$ cat src/rtl/rgmii_lane_pkg.sv
package rgmii_lane_pkg;
  typedef struct packed {
    logic txLoad;    // take a new byte at this edge
    logic txSecond;  // 10/100: drive the held high nibble
    logic rxFirst;   // 10/100: capture low nibble
    logic rxEmit;    // complete byte at this edge
  } laneStrobes_t;
endpackage

$ cat src/rtl/rgmii_lane_ctrl.sv
module rgmii_lane_ctrl
  import rgmii_lane_pkg::*;
(
  input  logic         clk,
  input  logic         rst,
  input  logic         gigMode,
  input  logic         rxRiseCtl,
  output logic         txReady,
  output laneStrobes_t strobes
);
  logic txPhase;
  logic rxPhase;

  always_ff @(posedge clk) begin
    if (rst || gigMode) begin
      txPhase <= 1'b0;
    end else begin
      txPhase <= ~txPhase;
    end
  end

  always_ff @(posedge clk) begin
    if (rst || gigMode || !rxRiseCtl) begin
      rxPhase <= 1'b0;
    end else begin
      rxPhase <= ~rxPhase;
    end
  end

  always_comb begin
    txReady          = gigMode || !txPhase;
    strobes.txLoad   = txReady;
    strobes.txSecond = !gigMode && txPhase;
    strobes.rxFirst  = !gigMode && rxRiseCtl && !rxPhase;
    strobes.rxEmit   = rxRiseCtl && (gigMode || rxPhase);
  end
endmodule

$ cat src/rtl/rgmii_lane_dp.sv
module rgmii_lane_dp
  import rgmii_lane_pkg::*;
#(
  parameter int NIBBLE_W = 4,
  localparam int BYTE_W = 2 * NIBBLE_W
) (
  input  logic                clk,
  input  logic                rst,
  input  logic                gigMode,
  input  laneStrobes_t        strobes,
  input  logic [BYTE_W-1:0]   txByte,
  input  logic                txEn,
  input  logic                txErr,
  output logic [NIBBLE_W-1:0] txRiseData,
  output logic [NIBBLE_W-1:0] txFallData,
  output logic                txRiseCtl,
  output logic                txFallCtl,
  input  logic [NIBBLE_W-1:0] rxRiseData,
  input  logic [NIBBLE_W-1:0] rxFallData,
  input  logic                rxRiseCtl,
  input  logic                rxFallCtl,
  output logic [BYTE_W-1:0]   rxByte,
  output logic                rxByteValid,
  output logic                rxErr,
  output logic                rxOob,
  output logic [NIBBLE_W-1:0] rxOobCode
);
  logic [NIBBLE_W-1:0] txHoldHigh;
  logic [NIBBLE_W-1:0] rxHoldLow;
  logic                rxHoldErr;
  logic [NIBBLE_W-1:0] txLow;
  logic [NIBBLE_W-1:0] txHigh;
  logic                rxPhaseErr;

  assign txLow      = txByte[NIBBLE_W-1:0];
  assign txHigh     = txByte[BYTE_W-1:NIBBLE_W];
  assign rxPhaseErr = rxRiseCtl ^ rxFallCtl;

  // transmit path
  always_ff @(posedge clk) begin
    if (rst) begin
      txRiseData <= '0;
      txFallData <= '0;
      txRiseCtl  <= 1'b0;
      txFallCtl  <= 1'b0;
      txHoldHigh <= '0;
    end else if (strobes.txLoad) begin
      txRiseData <= txLow;
      txFallData <= gigMode ? txHigh : txLow;
      txRiseCtl  <= txEn;
      txFallCtl  <= txEn ^ txErr;
      txHoldHigh <= txHigh;
    end else if (strobes.txSecond) begin
      txRiseData <= txHoldHigh;
      txFallData <= txHoldHigh;
    end
  end

  // receive path
  always_ff @(posedge clk) begin
    if (rst) begin
      rxHoldLow   <= '0;
      rxHoldErr   <= 1'b0;
      rxByte      <= '0;
      rxByteValid <= 1'b0;
      rxErr       <= 1'b0;
      rxOob       <= 1'b0;
      rxOobCode   <= '0;
    end else begin
      if (strobes.rxFirst) begin
        rxHoldLow <= rxRiseData;
        rxHoldErr <= rxPhaseErr;
      end
      rxByteValid <= strobes.rxEmit;
      if (strobes.rxEmit) begin
        rxByte <= gigMode ? {rxFallData, rxRiseData} : {rxRiseData, rxHoldLow};
        rxErr  <= gigMode ? rxPhaseErr : (rxPhaseErr | rxHoldErr);
      end else begin
        rxErr  <= 1'b0;
      end
      rxOob <= !rxRiseCtl && rxFallCtl;
      if (!rxRiseCtl && rxFallCtl) begin
        rxOobCode <= rxRiseData;
      end
    end
  end
endmodule

$ cat src/rtl/rgmii_lane_codec.sv
module rgmii_lane_codec
  import rgmii_lane_pkg::*;
#(
  parameter int NIBBLE_W = 4,
  localparam int BYTE_W = 2 * NIBBLE_W
) (
  input  logic                clk,
  input  logic                rst,
  input  logic                gigMode,
  input  logic [BYTE_W-1:0]   txByte,
  input  logic                txEn,
  input  logic                txErr,
  output logic                txReady,
  output logic [NIBBLE_W-1:0] txRiseData,
  output logic [NIBBLE_W-1:0] txFallData,
  output logic                txRiseCtl,
  output logic                txFallCtl,
  input  logic [NIBBLE_W-1:0] rxRiseData,
  input  logic [NIBBLE_W-1:0] rxFallData,
  input  logic                rxRiseCtl,
  input  logic                rxFallCtl,
  output logic [BYTE_W-1:0]   rxByte,
  output logic                rxByteValid,
  output logic                rxErr,
  output logic                rxOob,
  output logic [NIBBLE_W-1:0] rxOobCode
);
  laneStrobes_t strobes;

  rgmii_lane_ctrl u_ctrl (
    .clk       (clk),
    .rst       (rst),
    .gigMode   (gigMode),
    .rxRiseCtl (rxRiseCtl),
    .txReady   (txReady),
    .strobes   (strobes)
  );

  rgmii_lane_dp #(.NIBBLE_W(NIBBLE_W)) u_dp (
    .clk         (clk),
    .rst         (rst),
    .gigMode     (gigMode),
    .strobes     (strobes),
    .txByte      (txByte),
    .txEn        (txEn),
    .txErr       (txErr),
    .txRiseData  (txRiseData),
    .txFallData  (txFallData),
    .txRiseCtl   (txRiseCtl),
    .txFallCtl   (txFallCtl),
    .rxRiseData  (rxRiseData),
    .rxFallData  (rxFallData),
    .rxRiseCtl   (rxRiseCtl),
    .rxFallCtl   (rxFallCtl),
    .rxByte      (rxByte),
    .rxByteValid (rxByteValid),
    .rxErr       (rxErr),
    .rxOob       (rxOob),
    .rxOobCode   (rxOobCode)
  );
endmodule

$ cat config.mk
export PLATFORM = sky130hd
export DESIGN_NAME = rgmii_lane_codec
export DESIGN_NICKNAME = d
export VERILOG_FILES = /design/src/rtl/rgmii_lane_pkg.sv /design/src/rtl/rgmii_lane_ctrl.sv /design/src/rtl/rgmii_lane_dp.sv /design/src/rtl/rgmii_lane_codec.sv
export SDC_FILE = /design/constraint.sdc
export NUM_CORES = 1
export LEC_CHECK = 0
export BUFFER_PORTS_ARGS = -buffer_cell sky130_fd_sc_hd__buf_2
export CORE_MARGIN = 1
export CORE_UTILIZATION = 52
export CTS_CLUSTER_DIAMETER = 50
export DETAILED_ROUTE_END_ITERATION = 8
export HOLD_SLACK_MARGIN = 0.03
export PLACE_DENSITY = 0.93
export SLEW_MARGIN = 20
export SYNTH_ARGS = -nofsm -noshare
export SYNTH_HDL_FRONTEND = slang
export SYNTH_SLANG_ARGS = --single-unit
$ cat constraint.sdc
create_clock -name clk -period 3.4 [get_ports clk]
set_input_delay 1.02 -clock clk [delete_from_list [all_inputs] [get_ports clk]]
set_output_delay 1.02 -clock clk [all_outputs]
set_load 0.02 [all_outputs]
# Yosys cells after proc, flatten, opt, wreduce, memory -nomap -nowiden
# Cells that the tools add are included.
# Widths: inputs -> output; s select.
[word_totals] regBits=36 latchBits=0 mem_bits_rw=0 mem_bits_ro=0 in_bits=23 output_inout_bits=26 elab_cells=41 n_memories=0
[op_classes] n_addsub=0 n_mul=0 div_mod_pow=0 n_lt_le_gt_ge=0 eq_ne=0 shift=0 n_mux=6 n_bitwise=6 n_reduce_logical=15
[op_table] op="$mux 4" n=4
[op_table] op="$mux 8" n=1
[op_table] op="$logic_and 1x1->1" n=5
[op_table] op="$logic_not 1->1" n=4
[op_table] op="$logic_or 1x1->1" n=4
[op_table] op="$not 1->1" n=3
[op_table] op="$reduce_bool 2->1" n=1
[op_table] op="$reduce_or 2->1" n=1
[op_table] op="$xor 1x1->1" n=2
[op_table] op="$mux 1" n=1
[op_table] op="$or 1x1->1" n=1

# Longest topological paths before layout
# Gate-level depths: netlist (run 1).
[depth] ltp_word=4 mapped_depth=6 depth_no_buf=4

# Modules after synthesis
# A second synthesis (run 1) with hierarchy kept.
[unflattened] cells_unflattened=142 hier_area_um2=1500.2
[modules_own_cells] mod="rgmii_lane_dp" n_inst=1 cells_each=133 area_per_inst_um2=1403.8 seq_area_each_um2=680.7
[modules_own_cells] mod="rgmii_lane_ctrl" n_inst=1 cells_each=9 area_per_inst_um2=96.3 seq_area_each_um2=40.0

# Least setup slack after synthesis (run 1)
# No wires, ideal clock.
[synth_timing] path_kind="input -> output" from="in gigMode" to="out txReady" arrival_ns=1.495 required_ns=2.380 path_slack_ns=0.885 stages=3 path_buffers=1 path_cell_list="and2b_4 > inv_2 > buf_2"
[synth_via] elab_chain_cells=1
[synth_rtl] item="start: declaration" line_no="rgmii_lane_codec.sv:9" source="input logic gigMode,"
[synth_rtl] item="$logic_or 1x1->1" line_no="rgmii_lane_ctrl.sv:31" source="txReady = gigMode || !txPhase;"
[synth_rtl] item="end: declaration" line_no="rgmii_lane_codec.sv:13" source="output logic txReady,"
# No other way between the ends.

# Worst setup path in the final report (run 1)
# Ends and elaborated chain as after synthesis.

==> impl_metrics.ini, run 1 <==
[timing]
worst_slack_ps = 711
tightest_slew_ps = 614
finalSetupViolations = 0
min_period_ps = 2690
tns_ps = 0
fin_worst_skew_ps = 11.4
slew_headroom_pct = 59.0
period_share_pct = 79.1
max_freq_ghz = 0.372
hold_violations = 0
rsz0062_at_grt = no
slew_violations = 0
holdWs_ps = 492

[yosys]
synth_area_leaders = dfxtp_1 (52%), mux2i_1 (15%), a211oi_1 (5.4%)
synth_top_area_share_pct = 52.3
syn_nets = 166
async_reset_ff_share_pct = 0
synthCells = 142
yosysSeqAreaShare_pct = 52.3
yosysWarnings = 0
synth-edff-count = 0
yosysTopAreaCell = dfxtp_1
ys_ff_latch = 36
yosysUniqueCellTypes = 22
synth-main-ff-cell = dfxtp_1
synthesis.area_um2 = 1380
syn_area_per_cell_um2 = 9.70

[clock_network]
cts_setup_buffers = 0
cts_hold_buffers = 0
cts_tree = done
htreeDepth = 2
clk_pin_slew_ps = 100
post_cts_resized = 0
root_buffer = clkbuf_4
cts_sinks = 36
clock_path_buffers = 2
cts_inserted_buffers = 5
clk_latency_ps = 350

[worst_setup_path]
critPathTopFamily = buffers and inverters
max_stage_delay_ps = 270
cp.required_ps = 2380
cp_common_cell = buf_2
crit_fanout = 12
path_cells = buf_2, and2b_4, inv_2, buf_2
critPathLaunchType = input pin
cp_data_arrival_time_ps = 1670
cp.buffers_inverters = 3
slowest_stage = and2b_4
critPathKind = in -> out
cp-end-kind = output pin

[run_status]
status = completed

[pwr]
p_leak_nw = 0.822
finalPower_mw = 1.04
pwr_density_cell_nw_per_um2 = 596
ir_drop_v = 0.000583

[grt]
grt_pass1_wl_um = 4510
overflow = 0
grt_util_all_layers_pct = 23.6
antenna_found_initial = 0
grt_pass1_vias = 1056
grt_start_max_net_pins = 36

[routing]
num_vias = 1131
detail-route-antenna-nets = 0
drc = 0
drtIter0Drc = 15
via_per_inst = 5.16
routed_wl_um = 2890
wire_per_inst_um = 13.2
drt_first_pass_iters = 5

[final_layout]
postLayoutCellArea_um2 = 1740
final_core_util_pct = 69.5
area_delta_synth_final_pct = 26.2
fillCellCount = 204
layout.cells.non_filler = 219
antennaDiodeCount = 0
nNetsFinal = 212
layout-drive-gt1-share_pct = 32.3

[die]
dieWidth_um = 53.5
core-area_um2 = 2500
io_pins = 49
placementRows = 18
die_h_um = 53.5
start_util_pct = 55.1
fp.dieArea_um2 = 2860

[placement]
gp_congestion = 0.736
placed_cell_area_um2 = 1610
dp_hpwl_um = 2030
preCtsSetupSlack_ps = 720
io_buffers = 48
dp_cells = 211

[hold_path]
hold_class = reg -> reg

[run]
drv_cap = 0
==> cell type report <==
cell class | instances | area (um2) | area share (%)
repair buffers | 49 | 248 | 14.3
clock inverters | 3 | 90.1 | 5.18
well taps | 30 | 37.5 | 2.16
flip-flops and latches | 36 | 721 | 41.5
multi-input cells | 94 | 597 | 34.3
inverters | 2 | 7.51 | 0.432
clock buffers | 5 | 37.5 | 2.16
==> state kept, by name, indices dropped and copies added (netlist names), 4 cells and up <==
register,flops
u_dp.rxHoldLow,4
u_dp.txHoldHigh,4
u_dp.rxOobCode,4
u_dp.txRiseData,4
u_dp.rxByte,8
u_dp.txFallData,4
==> cell usage in the layout, fill, tap and decap left out <==
cell type	Yosys	final
xnor2_1	1	1
buf_2	3	48
mux2i_1	20	20
a211oi_1	10	10
a21boi_0	1	1
bufinv_16	0	3
clkbuf_4	0	5
o21ai_0	4	4
inv_2	1	1
nor2b_1	7	7
nor3b_4	1	1
and2b_4	1	1
o21a_2	1	1
nand2_1	18	18
nor2_1	18	18
buf_4	1	1
nand2b_1	1	1
a21oi_1	9	9
ha_1	1	1
dfxtp_1	36	36
nor3_1	1	1
inv_1	1	1
==> power by group <==
part / internal [mW] / switching [mW] / leakage [nW]
clock: 0.303 / 0.144 / 0.0654
sequential: 0.448 / 0.0127 / 0.297
combinational: 0.0523 / 0.0754 / 0.459
==> kinds of logic after synthesis <==
logic type	Yosys count	synth area share, %
flops	36	52.3
fa+ha+maj	1	0.908
buf+inv	12	4.36
compound gates	25	11.4
simple gates	47	15.9
xor+xnor	1	0.636
mux	20	14.5
==> cells in the mapped netlist, types with 3 or more instances <==
master	instances
clkbuf_1	5
nor2b_1	7
o21ai_0	4
nor2_1	18
nand2_1	18
mux2i_1	20
dfxtp_1	36
buf_2	3
a21oi_1	9
a211oi_1	10
==> per-layer routing <==
layer / up-vias / track usage [%] / wire [um]
met3: 6 / 6.32 / 191
li1: 571 / - / -
met4: 0 / 15.8 / 56
met1: 514 / 23.5 / 1160
met5: - / 0 / 0
met2: 40 / 41.9 / 1480
==> worst min-delay path, cell delays in order, from the launching register on <==
cell and delay [ps]:
dfxtp_1 330, nand2_1 70, a21oi_1 60
==> worst paths after layout <==
path,from,to,slack [ps],cells after the start
worst min-delay path,u_dp.txHoldHigh[3],u_dp.txRiseData[3],490,2
worst min register to register,u_dp.txHoldHigh[3],u_dp.txRiseData[3],490,2
worst max-delay path,gigMode,txReady,710,4
worst max register to register,u_ctrl.txPhase,u_dp.txFallCtl,2210,3
(Power assumes the default switching activity.)
==> run 2: changes to the inputs <==
Settings changed: ABC_AREA set to 1, CORE_UTILIZATION 52 to 44, PLACE_DENSITY 0.93 to 0.84.
Clock period 3.4 ns to 2.34 ns, I/O delays scaled along.
==> run 2 against run 1 <==
Core utilization decreased by 11 points. Clock power decreased by 5.4%. Wire length increased by 4.0%. Die area increased by 25%. Setup slack got worse by 260 ps. Critical path depth unchanged. Hold slack got worse by 13 ps. Via count increased by 18%. Synthesized area increased by 6.7%. Synthesized cell count increased by 43%. Clock skew about the same. Combinational power increased by 63%. Critical endpoint unchanged. Largest cell class unchanged. Largest power group unchanged.
==> impl_metrics.ini, run 2 <==
[final_layout]
regMostFlops = u_dp.rxByte
area_delta_synth_final_pct = 22.6
final_core_util_pct = 58.1
antennaDiodeCount = 0
largest_reg_flops = 8
nNetsFinal = 276
mostFrequentLayoutCell = nand2_1
layout_common_cells = nand2_1 (61), buf_2 (48), dfxtp_1 (36)
layout-drive-gt1-share_pct = 25.3

[yosys]
synth-main-ff-cell = dfxtp_1
syn_area_per_cell_um2 = 7.24
synth_top_area_share_pct = 49.0
async_reset_ff_share_pct = 0
synth-edff-count = 0
synth_most_common_cell = nand2_1
synth_area_leaders = dfxtp_1 (49%), nand2_1 (16%), nor2_1 (8.7%)
synth_compound_area_share_pct = 9.11
yosysWarnings = 0
synth_top_family_by_area = simple AND/OR/NAND/NOR gates
synthesis.area_um2 = 1470
yosysSeqAreaShare_pct = 49.0
muxShareOfSynthArea_pct = 0
synthCells = 203
yosysTopAreaCell = dfxtp_1
syn_nets = 227
synthTopCellsByCount = nand2_1 (61), dfxtp_1 (36), nor2_1 (34)
synth_xor_area_share_pct = 0.596
ys_ff_latch = 36
synth_fa_ha_area_share_pct = 0.851
synthSimpleGateAreaFrac_pct = 30.6
yosysUniqueCellTypes = 21

[clock_network]
cts_tree = done
post_cts_resized = 0
clock_path_buffers = 2
cts_inserted_buffers = 5
cts_sinks = 36
clk_latency_ps = 340
root_buffer = clkbuf_4
clk_pin_slew_ps = 100
cts_setup_buffers = 0
htreeDepth = 2
cts_hold_buffers = 0

[worst_setup_path]
cp_common_cell = buf_2
slowest_stage = buf_2
max_stage_delay_ps = 170
r2r_slack_ps = 1260
cp.required_ps = 1640
worst_r2r_endpoint = u_dp.rxByte[0]
reg2regPathDepth = 4
cp-startpoint = gigMode
crit_fanout = 9
critPathLaunchType = input pin
critPathKind = in -> out
cp-end-kind = output pin
path_cells = buf_2, inv_2, nand2_1, buf_2
cp_data_arrival_time_ps = 1190
r2r_start = u_ctrl.rxPhase

[run_status]
status = completed

[die]
die_h_um = 59.8
start_util_pct = 47.4
io_pins = 49
core-area_um2 = 3100
placementRows = 20
fp.dieArea_um2 = 3580
dieWidth_um = 59.8

[pwr]
finalPower_mw = 1.30
ir_drop_v = 0.000387
p_leak_nw = 0.984
pwr_density_cell_nw_per_um2 = 721

[timing]
fin_worst_skew_ps = 11.7
worst_slack_ps = 447
hold_violations = 0
finalSetupViolations = 0
tns_ps = 0
slew_violations = 0
max_freq_ghz = 0.528
min_period_ps = 1890
slew_headroom_pct = 70.2
rsz0062_at_grt = no
period_share_pct = 80.9
tightest_slew_ps = 445

[hold_path]
min_from = u_dp.rxHoldLow[3]
hold-path-cell-count = 2
hold_class = reg -> reg
whs_endpoint = u_dp.rxHoldLow[3]

[routing]
drc = 0
wire_per_inst_um = 10.1
route.met2.wl_um = 1370
dr_wl_met3_um = 192
drt_first_pass_iters = 4
via_per_inst = 4.51
highest_layer = met4
detail-route-antenna-nets = 0
drtIter0Drc = 83
routed_wl_um = 3010
wl_met1_um = 1380
num_vias = 1340

[run]
drv_cap = 0

[placement]
gp_congestion = 0.758
preCtsSetupSlack_ps = 441
dp_hpwl_um = 2110
io_buffers = 48

[grt]
grt_util_all_layers_pct = 19.6
grt_pass1_wl_um = 5060
grt_start_max_net_pins = 24
antenna_found_initial = 0
overflow = 0
grt_pass1_vias = 1222
-- run 2: cells by family after synthesis --
group / after synthesis
simple gates: 111
flops: 36
buf+inv: 30
compound gates: 24
xor+xnor: 1
fa+ha+maj: 1
-- run 2: how the worst max path moves through the flow --
stage | to | slack, ps
3_5_place_dp | txReady | 440
4_1_cts | txReady | 440
2_1_floorplan | txReady | 480
5_1_grt | txReady | 410
3_3_place_gp | txReady | 440
6_report | txReady | 450
-- run 2: power breakdown --
part           switching, mW  internal [mW]
sequential            0.0163          0.653
clock                  0.199          0.224
combinational          0.132         0.0761
total                  0.347          0.953
-- run 2: metrics by stage --
step | instance area (um2) | hold slack (ps) | cells
2_1_floorplan | 1470 | 435 | 203
3_3_place_gp | 1730 | 450 | 289
3_5_place_dp | 1730 | 460 | 289
4_1_cts | 1800 | 486 | 297
5_1_grt | 1800 | 509 | 297
6_report | 1800 | 479 | 297
-- run 2: metal layers --
metal	vias to the layer above	global-route usage, %
met5	-	0
met4	0	9.30
met3	7	6.93
met2	43	31.9
met1	571	22.8
li1	719	-
-- run 2: layout make-up --
class                           count  area [um2]
Timing Repair Buffer               52         270
Inverter                           20        75.1
Sequential cell                    36         721
Tap cell                           44        55.1
Fill cell                         318        1300
Clock buffer                        6        41.3
Clock inverter                      2        35.0
Multi-Input combinational cell    137         604
-- run 2: worst max-delay path: cells and delay by family --
family,cells,cell delay (ps)
AND/OR/NAND/NOR,1,90
buffers and inverters,3,400
